[config.mk]
export PLATFORM = sky130hd
export DESIGN_NAME = dmac_top
export DESIGN_NICKNAME = d
export VERILOG_FILES = /design/src/rtl/dmac_pkg.sv /design/src/rtl/dmac_regs.sv /design/src/rtl/dmac_seq.sv /design/src/rtl/dmac_top.sv
export SDC_FILE = /design/constraint.sdc
export NUM_CORES = 1
export LEC_CHECK = 0
export BUFFER_PORTS_ARGS = -buffer_cell sky130_fd_sc_hd__buf_2
export CORE_MARGIN = 8
export CORE_UTILIZATION = 35
export CTS_CLUSTER_DIAMETER = 100
export DETAILED_ROUTE_END_ITERATION = 7
export GPL_ROUTABILITY_DRIVEN = 0
export PLACE_DENSITY = 0.59
export SLEW_MARGIN = 20
export SYNTH_ARGS = -nofsm -noshare
export SYNTH_HDL_FRONTEND = slang
export SYNTH_SLANG_ARGS = --single-unit
[constraint.sdc]
create_clock -name clk -period 3 [get_ports clk]
set_clock_uncertainty 0.15 [all_clocks]
set_input_delay 0.45 -clock clk [delete_from_list [all_inputs] [get_ports clk]]
set_output_delay 0.45 -clock clk [all_outputs]
set_load 0.005 [all_outputs]
[src/rtl/dmac_pkg.sv]
// Shared types for the block transfer engine.
// Assumes nothing beyond IEEE 1800-2017 packages.
package dmac_pkg;

    // Sequencer states of the bus-ownership controller
    typedef enum logic [1:0] {
        ST_IDLE  = 2'd0,   // nothing armed
        ST_ARMED = 2'd1,   // waiting for request (and idle bus in steal mode)
        ST_WAIT  = 2'd2,   // hold raised, waiting for grant
        ST_XFER  = 2'd3    // bus owned, one word per cycle
    } dmac_state_e;

    // Register select codes on the configuration port
    localparam logic [1:0] SEL_ADDR = 2'd0;
    localparam logic [1:0] SEL_CNT  = 2'd1;
    localparam logic [1:0] SEL_CTRL = 2'd2;

    // Bit positions inside the control word
    localparam int CTRL_STEAL = 0;
    localparam int CTRL_DIR   = 1;
    localparam int CTRL_GO    = 2;

endpackage

[src/rtl/dmac_regs.sv]
// Configuration and working registers of the transfer engine.
// The start address and count written by software are the working counters
// themselves: each moved word steps them. Writes are accepted only while the
// sequencer reports not busy. Assumes CFG_W >= ADDR_W and CFG_W >= CNT_W.
module dmac_regs
    import dmac_pkg::*;
#(
    parameter int ADDR_W = 16,
    parameter int CNT_W  = 16,
    parameter int CFG_W  = 16
) (
    input  logic              clk,
    input  logic              rst_n,
    input  logic              cfg_we,
    input  logic [1:0]        cfg_sel,
    input  logic [CFG_W-1:0]  cfg_wdata,
    input  logic              busy,
    input  logic              step,
    output logic [ADDR_W-1:0] addr,
    output logic [CNT_W-1:0]  cnt,
    output logic              mode_steal,
    output logic              dir_p2m,
    output logic              go,
    output logic              cnt_zero,
    output logic              cnt_last
);

    localparam logic [CNT_W-1:0] CNT_ONE = {{(CNT_W-1){1'b0}}, 1'b1};

    logic wr_ok;

    // Purpose: accept software writes only when the channel is idle
    always_comb begin
        wr_ok    = cfg_we && !busy;
        go       = wr_ok && (cfg_sel == SEL_CTRL) && cfg_wdata[CTRL_GO];
        cnt_zero = (cnt == '0);
        cnt_last = (cnt == CNT_ONE);
    end

    // Purpose: hold address, count and mode; step counters per moved word
    always_ff @(posedge clk) begin
        if (!rst_n) begin
            addr       <= '0;
            cnt        <= '0;
            mode_steal <= 1'b0;
            dir_p2m    <= 1'b0;
        end else if (step) begin
            addr <= addr + 1'b1;
            cnt  <= cnt - 1'b1;
        end else if (wr_ok) begin
            case (cfg_sel)
                SEL_ADDR: addr <= cfg_wdata[ADDR_W-1:0];
                SEL_CNT:  cnt  <= cfg_wdata[CNT_W-1:0];
                SEL_CTRL: begin
                    mode_steal <= cfg_wdata[CTRL_STEAL];
                    dir_p2m    <= cfg_wdata[CTRL_DIR];
                end
                default: ;
            endcase
        end
    end

    AST_ADDR_STEPS: assert property (@(posedge clk) disable iff (!rst_n)
        step |=> (addr == $past(addr) + 1'b1));

    AST_FROZEN_WHILE_BUSY: assert property (@(posedge clk) disable iff (!rst_n)
        (busy && !step) |=> ($stable(addr) && $stable(cnt) && $stable(mode_steal)));

endmodule

[src/rtl/dmac_seq.sv]
// Bus-ownership sequencer. It waits for the peripheral request (and, in steal
// mode, for a bus-idle cycle), raises hold, waits for the grant and then fires
// one word per cycle. Burst mode keeps the bus to the end of the block; steal
// mode returns it after every word. Assumes hold_ack falls some cycles after
// hold_req falls; a new request is only made once hold_ack is low.
module dmac_seq
    import dmac_pkg::*;
(
    input  logic clk,
    input  logic rst_n,
    input  logic go,
    input  logic cnt_zero,
    input  logic cnt_last,
    input  logic mode_steal,
    input  logic periph_req,
    input  logic bus_idle,
    input  logic hold_ack,
    output logic hold_req,
    output logic fire,
    output logic busy,
    output logic done
);

    dmac_state_e state_q, state_d;
    logic        start_ok;
    logic        done_d;

    // Purpose: decode outputs and the start condition from the current state
    always_comb begin
        hold_req = (state_q == ST_WAIT) || (state_q == ST_XFER);
        fire     = (state_q == ST_XFER) && hold_ack;
        busy     = (state_q != ST_IDLE);
        start_ok = periph_req && !hold_ack && (!mode_steal || bus_idle);
    end

    // Purpose: next-state and done-flag logic
    always_comb begin
        state_d = state_q;
        done_d  = done;
        case (state_q)
            ST_IDLE: begin
                if (go) begin
                    done_d  = cnt_zero;
                    state_d = cnt_zero ? ST_IDLE : ST_ARMED;
                end
            end
            ST_ARMED: begin
                if (start_ok) state_d = ST_WAIT;
            end
            ST_WAIT: begin
                if (hold_ack) state_d = ST_XFER;
            end
            ST_XFER: begin
                if (fire) begin
                    if (cnt_last) begin
                        state_d = ST_IDLE;
                        done_d  = 1'b1;
                    end else if (mode_steal) begin
                        state_d = ST_ARMED;
                    end
                end
            end
            default: state_d = ST_IDLE;
        endcase
    end

    // Purpose: state and done registers
    always_ff @(posedge clk) begin
        if (!rst_n) begin
            state_q <= ST_IDLE;
            done    <= 1'b0;
        end else begin
            state_q <= state_d;
            done    <= done_d;
        end
    end

    AST_ACCESS_NEEDS_GRANT: assert property (@(posedge clk) disable iff (!rst_n)
        fire |-> (hold_ack && hold_req));

    AST_ZERO_COUNT_NO_BUS: assert property (@(posedge clk) disable iff (!rst_n)
        (go && cnt_zero) |=> (done && !hold_req));

    AST_HOLD_NEEDS_REQUEST: assert property (@(posedge clk) disable iff (!rst_n)
        $rose(hold_req) |-> $past(periph_req));

endmodule

[src/rtl/dmac_top.sv]
// Top of the block transfer engine: register block, sequencer and the
// combinational data steering between memory and peripheral. Memory read data
// is expected in the same cycle as mem_en; the peripheral takes or gives one
// word on every periph_ack pulse.
module dmac_top
    import dmac_pkg::*;
#(
    parameter int ADDR_W = 16,
    parameter int DATA_W = 8,
    parameter int CNT_W  = 16,
    parameter int CFG_W  = (ADDR_W > CNT_W) ? ADDR_W : CNT_W
) (
    input  logic              clk,
    input  logic              rst_n,
    input  logic              cfg_we,
    input  logic [1:0]        cfg_sel,
    input  logic [CFG_W-1:0]  cfg_wdata,
    input  logic              periph_req,
    output logic              periph_ack,
    input  logic [DATA_W-1:0] periph_rdata,
    output logic [DATA_W-1:0] periph_wdata,
    output logic              hold_req,
    input  logic              hold_ack,
    input  logic              bus_idle,
    output logic [ADDR_W-1:0] mem_addr,
    output logic [DATA_W-1:0] mem_wdata,
    input  logic [DATA_W-1:0] mem_rdata,
    output logic              mem_en,
    output logic              mem_we,
    output logic              done
);

    logic [ADDR_W-1:0] addr;
    logic [CNT_W-1:0]  cnt;
    logic              mode_steal, dir_p2m, go, cnt_zero, cnt_last;
    logic              busy, fire;

    dmac_regs #(.ADDR_W(ADDR_W), .CNT_W(CNT_W), .CFG_W(CFG_W)) regs_i (
        .clk        (clk),
        .rst_n      (rst_n),
        .cfg_we     (cfg_we),
        .cfg_sel    (cfg_sel),
        .cfg_wdata  (cfg_wdata),
        .busy       (busy),
        .step       (fire),
        .addr       (addr),
        .cnt        (cnt),
        .mode_steal (mode_steal),
        .dir_p2m    (dir_p2m),
        .go         (go),
        .cnt_zero   (cnt_zero),
        .cnt_last   (cnt_last)
    );

    dmac_seq seq_i (
        .clk        (clk),
        .rst_n      (rst_n),
        .go         (go),
        .cnt_zero   (cnt_zero),
        .cnt_last   (cnt_last),
        .mode_steal (mode_steal),
        .periph_req (periph_req),
        .bus_idle   (bus_idle),
        .hold_ack   (hold_ack),
        .hold_req   (hold_req),
        .fire       (fire),
        .busy       (busy),
        .done       (done)
    );

    // Purpose: steer addresses, strobes and data for the word being moved
    always_comb begin
        mem_addr     = addr;
        mem_en       = fire;
        mem_we       = fire && dir_p2m;
        periph_ack   = fire;
        mem_wdata    = periph_rdata;
        periph_wdata = mem_rdata;
    end

    AST_BURST_HOLD_TO_END: assert property (@(posedge clk) disable iff (!rst_n)
        ($fell(hold_req) && !mode_steal) |-> done);

    AST_STEAL_ONE_PER_GRANT: assert property (@(posedge clk) disable iff (!rst_n)
        (periph_ack && mode_steal) |=> (!hold_req && !periph_ack));

    AST_BUS_GRANTED: assert property (@(posedge clk) disable iff (!rst_n)
        mem_en |-> hold_ack);

endmodule

==> metrics.cfg <==
[outcome]
status = completed

[power]
vdd_drop_max_v = 0.0001723
p_per_area_nw_per_um2 = 464.0
p_leak_nw = 1.072
power_w = 0.001223

[setup_path]
crit_top_cell = nor2_1
critical_path_buf_inv_count = 1
critical_path.max_fanout = 9
arrival_ns = 2.53
critical_path_class = flop to flop
max_stage_delay_ns = 0.59
crit_family = simple AND/OR/NAND/NOR gates
slowest_stage = nor4bb_1
startpoint_type = flop
crit_chain = inv_1, ha_1, nor4bb_1, nor2_1, a21o_1, a221oi_1, nor2_1
cp.required_ns = 3.01
rrSetupSlack_ns = 0.49
crit_path_end_kind = flop

[sta]
fin_ws_ns = 0.4872
hold_viol_final = 0
final.setup.tns_ns = 0
finalCriticalPeriod_ns = 2.513
fmax_mhz = 398.0
relSlewSlack_pct = 39.71
drv_slew = 0
rsz0062_at_grt = no
finalSetupViolations = 0
tightestPinTransition_ns = 0.9010
fin_crit_sh_pct = 83.76

[cts]
post_cts_resized = 0
cts_max_path_buffers = 2
cts_tree = done
cts_sinks = 37
clk_latency_ns = 0.29
ctsHoldBuffers = 0
h-tree-depth = 2
clkTransAtPathRegs_ns = 0.08
postCtsSetupBuffers = 0
cts-root-buf = clkbuf_8
cts_buffers = 5

[die]
fp.dieH_um = 97.68
coreArea_sq_um = 6386
die-area_sq_um = 9540
ios = 77
rows = 29
die_x_um = 97.68
floorplan.initialDensity_pct = 36.56

[drt]
drt_iter0_drc = 293
ant_nets = 0
drc = 0
dr.pass1.iters = 5
vias = 2394
vias_per_cell = 5.825
wl_per_cell_um = 16.95
wirelength_um = 6966

[yosys]
async_flop_share_pct = 0
ys_warn_count = 0
avgSynthCellArea_sq_um = 7.655
synthesis.nets = 353
synth-edff-count = 0
netlist_area_sq_um = 2335
ys.flop_type = dfxtp_1
ys_types = 56
yosys_register_bits = 37
ys_seq_area_share_pct = 31.73
syn-instance-count = 305

[min_path]
hold_path.class = input port to flop

[placement]
hpwl_um = 5146
port_buffers = 44
pre_cts_ws_ns = 0.4960
dp_cells = 403

[global_route]
grt_pass1_wl_um = 11470
track_usage_pct = 14.20
antenna_found_initial = 0
grt_pass1_vias = 2265
overflow = 0
grt_max_degree = 29

[cells_and_area]
multi_input_area_sq_um = 1391
fin_cells = 411
utilization_pct = 41.28
diodes = 0
nFillCells = 670
regArea_sq_um = 740.7
area_growth_pct = 12.92
nets = 381
layout-drive-gt1-share_pct = 19.16

[flow_run]
max-cap-violations = 0

## area by class of cell
type	count	area share [%]
multi-input cells	231	52.78
flip-flops and latches	37	28.10
repair buffers	48	9.492
well taps	77	3.654
clock buffers	6	3.132
clock inverters	2	1.424
inverters	10	1.424
## where the power goes
part | switching, W | leakage (nW) | internal, W | total, W
combinational | 0.000126 | 0.714 | 0.0000859 | 0.000212
sequential | 0.0000302 | 0.301 | 0.000516 | 0.000546
clock | 0.000194 | 0.0574 | 0.000271 | 0.000465
total | 0.000351 | 1.07 | 0.000873 | 0.00122
## tightest hold or removal path, stage by stage
cell	delay [ns]
buf_2	0.10
a21oi_1	0.06
nor2_1	0.07
## flip-flops by register name, summed over array words and instances, names as in the netlist
register           flops
seq_i.state_q          2
regs_i.mode_steal      1
seq_i.done             1
regs_i.dir_p2m         1
regs_i.cnt            16
regs_i.addr           16
## kinds of logic (layout without fill, tap and decap cells)
group	count (synthesis)	count (layout)	synth area share (%)
simple gates	127	127	27.92
compound gates	94	94	26.47
flops	37	37	31.73
buf+inv	37	66	8.681
fa+ha+maj	8	8	4.287
mux	2	2	0.9110
## Yosys cell counts (7+ instances only)
cell,n,area (sq um)
clkbuf_1,10,37.54
o21ai_0,19,95.09
a21oi_1,25,125.1
nor3_1,12,60.06
nand2_1,24,90.09
dfxtp_1,37,740.7
inv_1,8,30.03
nor2_1,44,165.2
buf_4,17,127.6
ha_1,8,100.1
nand4_1,7,43.79
## final timing paths
path / startpoint / endpoint / depth (start not counted)
setup / recovery: seq_i.state_q[0]$_SDFFE_PN0P_ / regs_i.addr[6]$_SDFFE_PN0P_ / 7
hold / removal: cfg_wdata[0] / regs_i.mode_steal$_SDFFE_PN0P_ / 3
setup reg to reg: seq_i.state_q[0]$_SDFFE_PN0P_ / regs_i.addr[6]$_SDFFE_PN0P_ / 7
hold reg to reg: regs_i.cnt[11]$_SDFFE_PN0P_ / regs_i.cnt[11]$_SDFFE_PN0P_ / 2
## per-layer routing
metal	GRT usage, %	part of all wire, %	vias up
li1	-	-	1184
met1	18.46	47	1126
met2	22.71	46	76
met3	1.991	5.1	8
met4	5.944	1.3	0
met5	0	0	-
## through the flow
| stage | hold slack (ns) | cell area [sq um] |
|---|---|---|
| final | 0.2735 | 2636 |
| after global routing | 0.2819 | 2636 |
| after CTS | 0.2750 | 2636 |
| after detailed placement | 0.3168 | 2516 |
| after global placement | 0.3205 | 2516 |
| after floorplan | 0.2978 | 2335 |
## placed cells by master (no fill, tap or decap), types with 5 or more instances in the layout
| cell type | netlist | routed |
|---|---|---|
| o21ai_0 | 19 | 19 |
| a31oi_1 | 6 | 6 |
| nor3_1 | 12 | 12 |
| nand2_1 | 24 | 24 |
| nor2_1 | 44 | 44 |
| clkbuf_8 | 0 | 6 |
| ha_1 | 8 | 8 |
| nand4_1 | 7 | 7 |
| a22oi_1 | 5 | 5 |
| a21oi_1 | 25 | 25 |
| inv_1 | 8 | 8 |
| nand3_1 | 6 | 6 |
| dfxtp_1 | 37 | 37 |
| buf_2 | 0 | 44 |
| a211oi_1 | 5 | 5 |
Power figures use the tool's default switching activity.
